==> src/rtl/mbox_pkg.sv <==
`timescale 1ns/1ps
package mbox_pkg;
  localparam int ADDR_DATA = 0;
  localparam int ADDR_STAT = 1;
  localparam int N_DIR     = 2;   // 0: master->slave, 1: slave->master

  // Status byte: bit0 = m2s full, bit1 = s2m full, rest zero.
  function automatic logic [7:0] status_byte(input logic m2s_full, input logic s2m_full);
    logic [7:0] s;
    s    = 8'h00;
    s[0] = m2s_full;
    s[1] = s2m_full;
    return s;
  endfunction
endpackage

==> src/rtl/mbox_chan.sv <==
`timescale 1ns/1ps
// One direction: a data byte plus its full flag. Write wins over read.
module mbox_chan #(
  parameter int DW = 8
) (
  input  logic          clk,
  input  logic          rst,
  input  logic          push,
  input  logic [DW-1:0] din,
  input  logic          pop,
  output logic [DW-1:0] dout,
  output logic          full,
  output logic          ev_fill,
  output logic          ev_drain
);
  logic [DW-1:0] data_q;
  logic          full_q;

  always_ff @(posedge clk) begin
    if (rst) begin
      data_q <= '0;
      full_q <= 1'b0;
    end else begin
      if (push) data_q <= din;
      if (push)     full_q <= 1'b1;
      else if (pop) full_q <= 1'b0;
    end
  end

  assign ev_fill  = push;
  assign ev_drain = pop & ~push & full_q;
  assign dout     = data_q;
  assign full     = full_q;
endmodule

==> src/rtl/mbox_side.sv <==
`timescale 1ns/1ps
// Register-bus decode for one processor side.
module mbox_side
  import mbox_pkg::*;
#(
  parameter int DW = 8,
  parameter int AW = 2
) (
  input  logic [AW-1:0] addr,
  input  logic          wr,
  input  logic          rd,
  input  logic [DW-1:0] rx_data,
  input  logic [7:0]    stat,
  output logic          push,
  output logic          pop,
  output logic [DW-1:0] rdata
);
  localparam logic [AW-1:0] A_DATA = AW'(ADDR_DATA);
  localparam logic [AW-1:0] A_STAT = AW'(ADDR_STAT);

  logic hit_data, hit_stat;
  assign hit_data = (addr == A_DATA);
  assign hit_stat = (addr == A_STAT);
  assign push     = wr & hit_data;
  assign pop      = rd & hit_data;

  always_comb begin
    rdata = '0;
    if (hit_data)      rdata = rx_data;
    else if (hit_stat) rdata = DW'(stat);
  end
endmodule

==> src/rtl/mbox_link.sv <==
`timescale 1ns/1ps
module mbox_link
  import mbox_pkg::*;
#(
  parameter int DW = 8,
  parameter int AW = 2
) (
  input  logic          clk,
  input  logic          rst,
  input  logic [AW-1:0] m_addr,
  input  logic          m_wr,
  input  logic          m_rd,
  input  logic [DW-1:0] m_wdata,
  output logic [DW-1:0] m_rdata,
  input  logic [AW-1:0] s_addr,
  input  logic          s_wr,
  input  logic          s_rd,
  input  logic [DW-1:0] s_wdata,
  output logic [DW-1:0] s_rdata,
  output logic          s_irq,
  output logic          m_attn_n
);
  // Index i: side i (0 master, 1 slave) pushes channel i and pops channel 1-i.
  logic [N_DIR-1:0][AW-1:0] side_addr;
  logic [N_DIR-1:0]         side_wr, side_rd;
  logic [N_DIR-1:0][DW-1:0] side_wdata, side_rdata;
  logic [N_DIR-1:0]         side_push, side_pop;
  logic [N_DIR-1:0][DW-1:0] chan_data;
  logic [N_DIR-1:0]         chan_full, chan_fill, chan_drain;
  logic [7:0]               stat;

  assign side_addr[0]  = m_addr;   assign side_addr[1]  = s_addr;
  assign side_wr[0]    = m_wr;     assign side_wr[1]    = s_wr;
  assign side_rd[0]    = m_rd;     assign side_rd[1]    = s_rd;
  assign side_wdata[0] = m_wdata;  assign side_wdata[1] = s_wdata;

  assign stat = status_byte(chan_full[0], chan_full[1]);

  for (genvar i = 0; i < N_DIR; i++) begin : g_dir
    mbox_side #(.DW(DW), .AW(AW)) u_side (
      .addr    (side_addr[i]),
      .wr      (side_wr[i]),
      .rd      (side_rd[i]),
      .rx_data (chan_data[N_DIR-1-i]),
      .stat    (stat),
      .push    (side_push[i]),
      .pop     (side_pop[i]),
      .rdata   (side_rdata[i])
    );
    mbox_chan #(.DW(DW)) u_chan (
      .clk      (clk),
      .rst      (rst),
      .push     (side_push[i]),
      .din      (side_wdata[i]),
      .pop      (side_pop[N_DIR-1-i]),
      .dout     (chan_data[i]),
      .full     (chan_full[i]),
      .ev_fill  (chan_fill[i]),
      .ev_drain (chan_drain[i])
    );
  end

  assign m_rdata  = side_rdata[0];
  assign s_rdata  = side_rdata[1];
  assign s_irq    = chan_full[0];
  assign m_attn_n = ~chan_full[1];
endmodule

==> config.mk <==
export PLATFORM = sky130hd
export DESIGN_NAME = mbox_link
export DESIGN_NICKNAME = d
export VERILOG_FILES = /design/src/rtl/mbox_pkg.sv /design/src/rtl/mbox_chan.sv /design/src/rtl/mbox_side.sv /design/src/rtl/mbox_link.sv
export SDC_FILE = /design/constraint.sdc
export NUM_CORES = 1
export LEC_CHECK = 0
export ABC_AREA = 1
export ABC_CLOCK_PERIOD_IN_PS = 800
export BUFFER_PORTS_ARGS = -buffer_cell sky130_fd_sc_hd__buf_2
export CORE_ASPECT_RATIO = 0.6
export CORE_UTILIZATION = 40
export CTS_CLUSTER_SIZE = 10
export DETAILED_ROUTE_END_ITERATION = 8
export GPL_ROUTABILITY_DRIVEN = 1
export PLACE_DENSITY = 0.81
export SKIP_CTS_REPAIR_TIMING = 1
export SLEW_MARGIN = 20
export SYNTH_ARGS = -nofsm -noshare
export SYNTH_HDL_FRONTEND = slang
export SYNTH_SLANG_ARGS = --single-unit
==> constraint.sdc <==
create_clock -name clk -period 0.8 [get_ports clk]
set_input_delay 0.16 -clock clk [delete_from_list [all_inputs] [get_ports clk]]
set_output_delay 0.16 -clock clk [all_outputs]
set_load 0.05 [all_outputs]
==> results.md, run 1 <==
- Hold endpoint: g_dir[1].u_chan.full
- Pin count of the biggest net entering global routing: 17
- Overall die width: 64.32 µm
- Cell count after synthesis: 142
- Outcome: finished with violations
- Synth warn: 0
- Placed Area: 1346 µm²
- Finished Core Util: 0.7664
- Fraction of registers with async set/reset: 0
- Die H: 39.40 µm
- Residual overflow from global routing: 0
- Final Slew Violations: 0
- HP Class: input port to register
- Routed Antenna Nets: 0
- Die area: 2534 µm²
- Dpl cells: 216
- Antenna fix cells: 0
- Antenna violations before repair: 0
- Initial Util: 0.4277
- Hold WS: 169.1 ps
- CP arrival: 970 ps
- First-pass GRT wire length: 3.719 mm
- WL final: 2.852 mm
- CP endpoint kind: output port
- Yosys top cell area share: 0.3866
- Clock Sinks: 18
- Wire per inst: 12.79 µm
- Max Fanout on Critical Path: 2
- Detailed router's first-iteration violation count: 22
- Clock Tree Buf Depth: 2
- DRC: 0
- Worst reg2reg startpoint: g_dir[0].u_chan.full
- Final setup fails: 18
- Ports: 44
- Worst R2R Setup Slack: 50 ps
- Most common cell in the netlist: nor2_1
- Core ar.: 2180 µm²
- Reg clk slew, reported paths: 70 ps
- Input/output buffers: 43
- Design Area, Final: 1670 µm²
- FP Rows: 13
- Seq cells post-synth: 18
- Startpoint types: register
- Hold Path Depth: 3
- Max Clk Rate: 0.8837 GHz
- Avg Inst Size Synth: 6.564 µm²
- Cell Count, Final, Fillers Out: 223
- Failing checks: setup timing
- Tightest Pin Transition: 492.8 ps
- Final Skew: 0 ps
- Synth top cells by count: 44 x nor2_1, 30 x nand2_1, 19 x inv_1, 18 x dfxtp_1, 16 x nand3b_1
- CTS H-tree depth: 1
- Vias in the first global route: 877
- CTS Buf Count: 3
- PnR worst setup slack: -331.6 ps
- Dpl hpwl: 1.855 mm
- Root Driver: clkbuf_8
- Vias: 1,068
- Critical R2R Capture: g_dir[0].u_chan.full
- Top cells by area, synth: dfxtp_1 39%, nor2_1 18%, nand3b_1 13%, nand2_1 12%, inv_1 7.7%
- Peak supply drop: 0.8451 mV
- Final hold vios: 0
- Post-Syn Nets: 168
- Fillers: 140
- Final critical-path required period: 1132 ps
- Dominant cell type by area after synthesis: dfxtp_1
- Leakage: 0.7172 nW
- Critical path data required time: 640 ps
- Clk_lat worst skew: 250 ps
- Post-Syn Area: 932.1 µm²
- Fin crit share: 1.415
- TritonCTS clock tree: done
- Max cap viols: 0
- R2R cell count: 3
- RePlAce Congestion: 0.7713
- RSZ-0062 raised after global routing: true
- Worst slew margin: 0.6711
- Layout cells sized above 1: 0.5959
- Distinct cells, synth: 12
- Total Routing Usage GR: 0.1966
- Sequential share of the synthesized area: 0.3866
- Main flop type after synthesis: dfxtp_1
- Layout net count: 220
- Vias per std cell: 4.789
- Hold wc startpoint: rst
- Post-synth EDFFs: 0
- Pwr/cell area: 1389 nW/µm²
- Area Overhead vs Synth: 79.19%
- Worst Setup Path Type: register to output port
- 1st-pass router iterations: 4
[per-layer routing]
layer,wire length (µm),GRT usage,share of wire
met5,0,0,0
met3,131,0.02616,0.046
met1,1324,0.2663,0.46
met4,25,0.08333,0.0088
met2,1370,0.3184,0.48
[area by class of cell]
type | count | area (µm²) | area share
Clock buffer | 4 | 55.05 | 0.03296
Inverter | 21 | 93.84 | 0.05618
Multi-Input combinational cell | 98 | 624.3 | 0.3738
Sequential cell | 18 | 381.6 | 0.2285
Tap cell | 30 | 37.54 | 0.02247
Timing Repair Buffer | 52 | 478.0 | 0.2861
[worst max-delay path: stages, from the launching register on]
cell and delay (ps):
dfxtp_1 390, nand2_2 100, o21ai_4 60, buf_6 170
[power by group]
group          total, W  switching [W]  internal, W
logic          0.000576       0.000337     0.000239
clock network  0.000761       0.000324     0.000438
registers      0.000982      0.0000335     0.000948
[through the flow]
stage | total power, W | worst slack [ps] | TNS (ps)
2_1_floorplan | 0.001317 | -331.9 | -1073
3_3_place_gp | 0.001433 | -260.6 | -7375
3_5_place_dp | 0.001450 | -297.0 | -8339
4_1_cts | 0.002181 | -460.7 | -6500
5_1_grt | 0.002397 | -366.3 | -5184
6_report | 0.002319 | -331.6 | -4534
[how the worst max path moves through the flow]
stage	from	endpoint	slack, ps	cells past startpoint
floorplan	g_dir[1].u_chan.full	m_rdata[1]	-330	2
global placement	m_addr[1]	m_rdata[0]	-260	5
detailed placement	s_addr[1]	s_rdata[1]	-300	5
CTS	g_dir[1].u_chan.full	s_rdata[1]	-460	3
global route	g_dir[0].u_chan.dout[0]	s_rdata[0]	-370	3
finish	g_dir[0].u_chan.dout[0]	s_rdata[0]	-330	3
[flip-flops by register name (all words and copies together) (netlist names)]
register           count
g_dir.u_chan.dout     16
g_dir.u_chan.full      2
[cell families (layout without fill, tap and decap cells)]
logic type	Yosys count	in the layout	share of synthesized area
AND/OR/NAND/NOR	92	92	0.4510
buffers and inverters	26	77	0.1302
flip-flops	18	18	0.3866
AO/OA/AOI/OAI	6	6	0.03222
[placed cells by master, fill, tap and decap left out, drive strengths merged]
| cell type | count |
|---|---|
| dfxtp | 18 |
| clkbuf | 5 |
| o21ai | 4 |
| nand3b | 16 |
| buf | 51 |
| nand2 | 30 |
| a21oi | 2 |
| nor2 | 46 |
| inv | 21 |
No activity file was read; power rests on OpenSTA's default activity.
==> run 2: changes to the inputs <==
Settings changed: PLACE_DENSITY 0.81 to default, PLACE_DENSITY_LB_ADDON from default to 0.1.
==> run 2 against run 1 <==
Net effect:
- the run still ends with setup timing left
- critical path depth stayed put
- highest routed layer is now met3
- clock-buffer cell count stayed put
- critical endpoint unchanged
- via count is 4.7% lower
- final area is 4.6% lower
- clock skew stayed put
- critical path type unchanged
==> results.md, run 2 (synthesized netlist as in run 1, its figures left out) <==
- Startpoint types: register
- Input/output buffers: 43
- Max FFs per register: 16
- CP endpoint kind: output port
- Final Skew: 0 ps
- Max Clk Rate: 0.8768 GHz
- Met2 WL post-DR: 1.122 mm
- Placed Area: 1381 µm²
- WL final: 2.483 mm
- Pin count of the biggest net entering global routing: 17
- Overall die width: 64.32 µm
- RSZ-0062 raised after global routing: true
- Core ar.: 2180 µm²
- Critical R2R Capture: g_dir[0].u_chan.full
- Outcome: finished with violations
- Setup TNS Final: -4408 ps
- RePlAce Congestion: 0.7733
- Antenna fix cells: 0
- HP Class: input port to register
- Most frequent cells in the layout: 32 x nor2_1, 28 x nand2_1, 25 x buf_2
- Worst slew margin: 0.6767
- Wire per inst: 11.08 µm
- Layout net count: 221
- DRC: 0
- Tightest Pin Transition: 484.5 ps
- CP arrival: 980 ps
- Clock Tree Buf Depth: 2
- Most common cell after layout, fill and taps aside: nor2_1
- Max cap viols: 0
- Residual overflow from global routing: 0
- Hold wc startpoint: m_rd
- First-pass GRT wire length: 3.519 mm
- Final hold vios: 0
- Reg clk slew, reported paths: 70 ps
- Worst Setup Path Type: register to output port
- Critical Path End: s_rdata[0]
- WL met1: 1.221 mm
- Leakage: 0.6945 nW
- Detailed router's first-iteration violation count: 38
- Design Area, Final: 1593 µm²
- Ports: 44
- Post-place setup slack: -320.0 ps
- R2R cell count: 3
- Worst R2R Setup Slack: 80 ps
- CTS Buf Count: 3
- Final setup fails: 18
- CP startpoint: g_dir[0].u_chan.full
- Area Overhead vs Synth: 70.87%
- CTS H-tree depth: 1
- Vias per std cell: 4.545
- Vias: 1,018
- 1st-pass router iterations: 4
- Initial Util: 0.4277
- Die area: 2534 µm²
- Critical path data required time: 640 ps
- Final Slew Violations: 0
- Max Fanout on Critical Path: 2
- PnR worst setup slack: -340.6 ps
- Vias in the first global route: 769
- Root Driver: clkbuf_8
- TritonCTS clock tree: done
- Die H: 39.40 µm
- Peak supply drop: 0.6839 mV
- Metal3 WL: 139 µm
- Pwr/cell area: 1363 nW/µm²
- Clk_lat worst skew: 250 ps
- Clock Sinks: 18
- Layout cells sized above 1: 0.5567
- Dpl hpwl: 1.885 mm
- Antenna violations before repair: 0
- Failing checks: setup timing
- Top routing layer in use: met3
- Worst reg2reg startpoint: g_dir[0].u_chan.full
- Routed Antenna Nets: 0
- FP Rows: 13
- Fin crit share: 1.426
- Final critical-path required period: 1141 ps
- Total Routing Usage GR: 0.1915
-- run 2: cell types whose count changed in the layout (fill, tap and decap cells not counted), sizes merged --
cell / delta
buf: +2
clkbuf: -1
-- run 2: final cells by class --
cell class	instances	area, µm²
clock buffer	4	45.04
multi-input combinational	98	600.6
fill	168	586.8
tap	30	37.54
inverter	21	88.84
timing repair buffer	53	441.7
sequential	18	379.1
-- run 2: power by group --
| group | internal (W) | switching [W] |
|---|---|---|
| sequential | 0.000947 | 0.0000284 |
| combinational | 0.000219 | 0.000319 |
| clock | 0.000354 | 0.000304 |
-- run 2: critical path, stage by stage (launching register included) --
cell	delay [ps]
dfxtp_4	360
inv_4	50
o21ai_4	140
buf_6	170
-- run 2: routing by layer --
layer,vias to the layer above,track usage
li1,533,-
met1,453,0.2628
met2,32,0.2842
met3,0,0.06686
met4,0,0.04444
met5,-,0
-- run 2: worst min-delay path by stage --
stage,to,slack (ps),cells past startpoint
3_5_place_dp,g_dir[0].u_chan.full,440,3
2_1_floorplan,g_dir[0].u_chan.full,220,1
3_3_place_gp,g_dir[0].u_chan.full,430,3
4_1_cts,g_dir[1].u_chan.full,170,4
6_report,g_dir[1].u_chan.full,160,4
5_1_grt,g_dir[1].u_chan.full,160,4
-- run 2: metrics by stage --
stage                     power [W]  cells  hold slack [ps]    util
after global routing       0.002283    224            163.7  0.7308
final                      0.002171    224            163.3  0.7308
after CTS                  0.002125    223            166.3  0.6544
after floorplan            0.001317    142            219.4       -
after global placement     0.001459    219            427.0  0.6338
after detailed placement   0.001472    219            435.8  0.6338
==> run 3: changes to the inputs <==
Settings changed: PLACE_DENSITY from default to 0.82, PLACE_DENSITY_LB_ADDON 0.1 to default.
==> run 3 against run 2 <==
Net effect:
- the run still ends with setup timing left
- wire length increased by 17%
- power increased by 5.5%
- final area increased by 1.7%
- first-iteration DRC count increased by 5.3%
- global-route usage increased by 0.84 points
- critical endpoint is now m_rdata[0]
- largest cell class unchanged
- largest power group unchanged
==> results.md, run 3 (synthesized netlist as in run 1, its figures left out) <==
- Most frequent cells in the layout: 32 x nor2_1, 26 x nand2_1, 25 x buf_2
- NetSw: 0.0006791 W
- 1st-pass router iterations: 6
- Critical path data required time: 640 ps
- Sequential power share: 0.429
- Clock Tree Buf Depth: 2
- Die H: 39.40 µm
- Clock Sinks: 18
- HP Class: input port to register
- Fin crit share: 1.404
- RePlAce Congestion: 0.7528
- Comb pwr share: 0.242
- Leakage: 0.7057 nW
- R2R cell count: 3
- Wire per inst: 12.97 µm
- Clk_lat worst skew: 250 ps
- Vias: 1,052
- Final critical-path required period: 1124 ps
- Ports: 44
- Worst Setup Path Type: register to output port
- FP Rows: 13
- Final hold vios: 0
- Outcome: finished with violations
- Pin count of the biggest net entering global routing: 17
- Vias per std cell: 4.696
- Layout cells sized above 1: 0.5979
- TritonCTS clock tree: done
- Detailed router's first-iteration violation count: 40
- Design Area, Final: 1620 µm²
- Worst reg2reg startpoint: g_dir[0].u_chan.full
- Pint: 0.001611 W
- Peak supply drop: 0.6744 mV
- Startpoint types: register
- Residual overflow from global routing: 0
- CTS Buf Count: 3
- Critical R2R Capture: g_dir[0].u_chan.full
- Max Fanout on Critical Path: 2
- CP startpoint: g_dir[1].u_chan.dout[0]
- DRC: 0
- Input/output buffers: 43
- Antenna fix cells: 0
- Worst R2R Setup Slack: 90 ps
- WL final: 2.905 mm
- Area Overhead vs Synth: 73.83%
- Max Clk Rate: 0.8900 GHz
- Die area: 2534 µm²
- Setup TNS Final: -4418 ps
- Total Routing Usage GR: 0.1999
- Most common cell after layout, fill and taps aside: nor2_1
- Hold WS: 171.6 ps
- Register area: 384.1 µm²
- Initial Util: 0.4277
- CP arrival: 960 ps
- Core ar.: 2180 µm²
- Reg clk slew, reported paths: 70 ps
- Placed Area: 1366 µm²
- Vias in the first global route: 859
- Fillers: 148
- Root Driver: clkbuf_8
- Multi-input gate area: 605.6 µm²
- Max FFs per register: 16
- Pwr/cell area: 1413 nW/µm²
- Final Slew Violations: 0
- Max cap viols: 0
- Routed Antenna Nets: 0
- Dpl hpwl: 1.890 mm
- Final Skew: 0 ps
- PnR worst setup slack: -323.5 ps
- CP endpoint kind: output port
- Power share of the clock group: 0.329
- Antenna violations before repair: 0
- Final setup fails: 18
- CTS H-tree depth: 1
- Sw frac: 0.2966
- First-pass GRT wire length: 3.698 mm
- RSZ-0062 raised after global routing: true
- Failing checks: setup timing
- Critical Path End: m_rdata[0]
- Layout net count: 221
- Worst slew margin: 0.6886
- Overall die width: 64.32 µm
- Tightest Pin Transition: 466.5 ps
-- run 3: worst min-delay path by stage --
stage | from | cells past startpoint | endpoint | slack [ps]
2_1_floorplan | rst | 1 | g_dir[0].u_chan.full | 220
3_3_place_gp | rst | 3 | g_dir[0].u_chan.full | 410
3_5_place_dp | rst | 3 | g_dir[0].u_chan.full | 440
4_1_cts | rst | 3 | g_dir[0].u_chan.full | 180
5_1_grt | rst | 3 | g_dir[1].u_chan.full | 180
6_report | rst | 3 | g_dir[1].u_chan.full | 170
-- run 3: worst max-delay path: stages, from the launching register on --
cell and delay (ps):
dfxtp_2 350, nand2_1 100, o21ai_4 80, buf_6 180
-- run 3: through the flow --
| step | util | power [W] | instances | worst slack (ps) |
|---|---|---|---|---|
| floorplan | - | 0.001317 | 142 | -331.9 |
| global placement | 0.6269 | 0.001446 | 217 | -261.3 |
| detailed placement | 0.6269 | 0.001465 | 217 | -290.6 |
| CTS | 0.6521 | 0.002184 | 221 | -446.5 |
| global route | 0.7434 | 0.002365 | 224 | -355.7 |
| finish | 0.7434 | 0.002290 | 224 | -323.5 |
-- run 3: cell type report --
class	count	share of cell area
clock buffer	4	0.03398
multi-input combinational	98	0.3737
sequential	18	0.2371
inverter	21	0.05483
timing repair buffer	53	0.2772
tap	30	0.02317
-- run 3: power by group through the flow --
stage	combinational, W	sequential [W]	clock, W
detailed placement	0.000478	0.000987	0
global placement	0.000461	0.000985	0
CTS	0.000480	0.000967	0.000737
global route	0.000593	0.000989	0.000783
floorplan	0.000327	0.000989	0
finish	0.000554	0.000983	0.000753
-- run 3: layer usage --
metal / routed length (µm) / part of all wire / track usage / vias to the layer above
li1: - / - / - / 531
met1: 1269 / 0.44 / 0.2646 / 467
met2: 1421 / 0.49 / 0.3421 / 50
met3: 161 / 0.055 / 0.01744 / 4
met4: 53 / 0.018 / 0.08333 / 0
met5: 0 / 0 / 0 / -
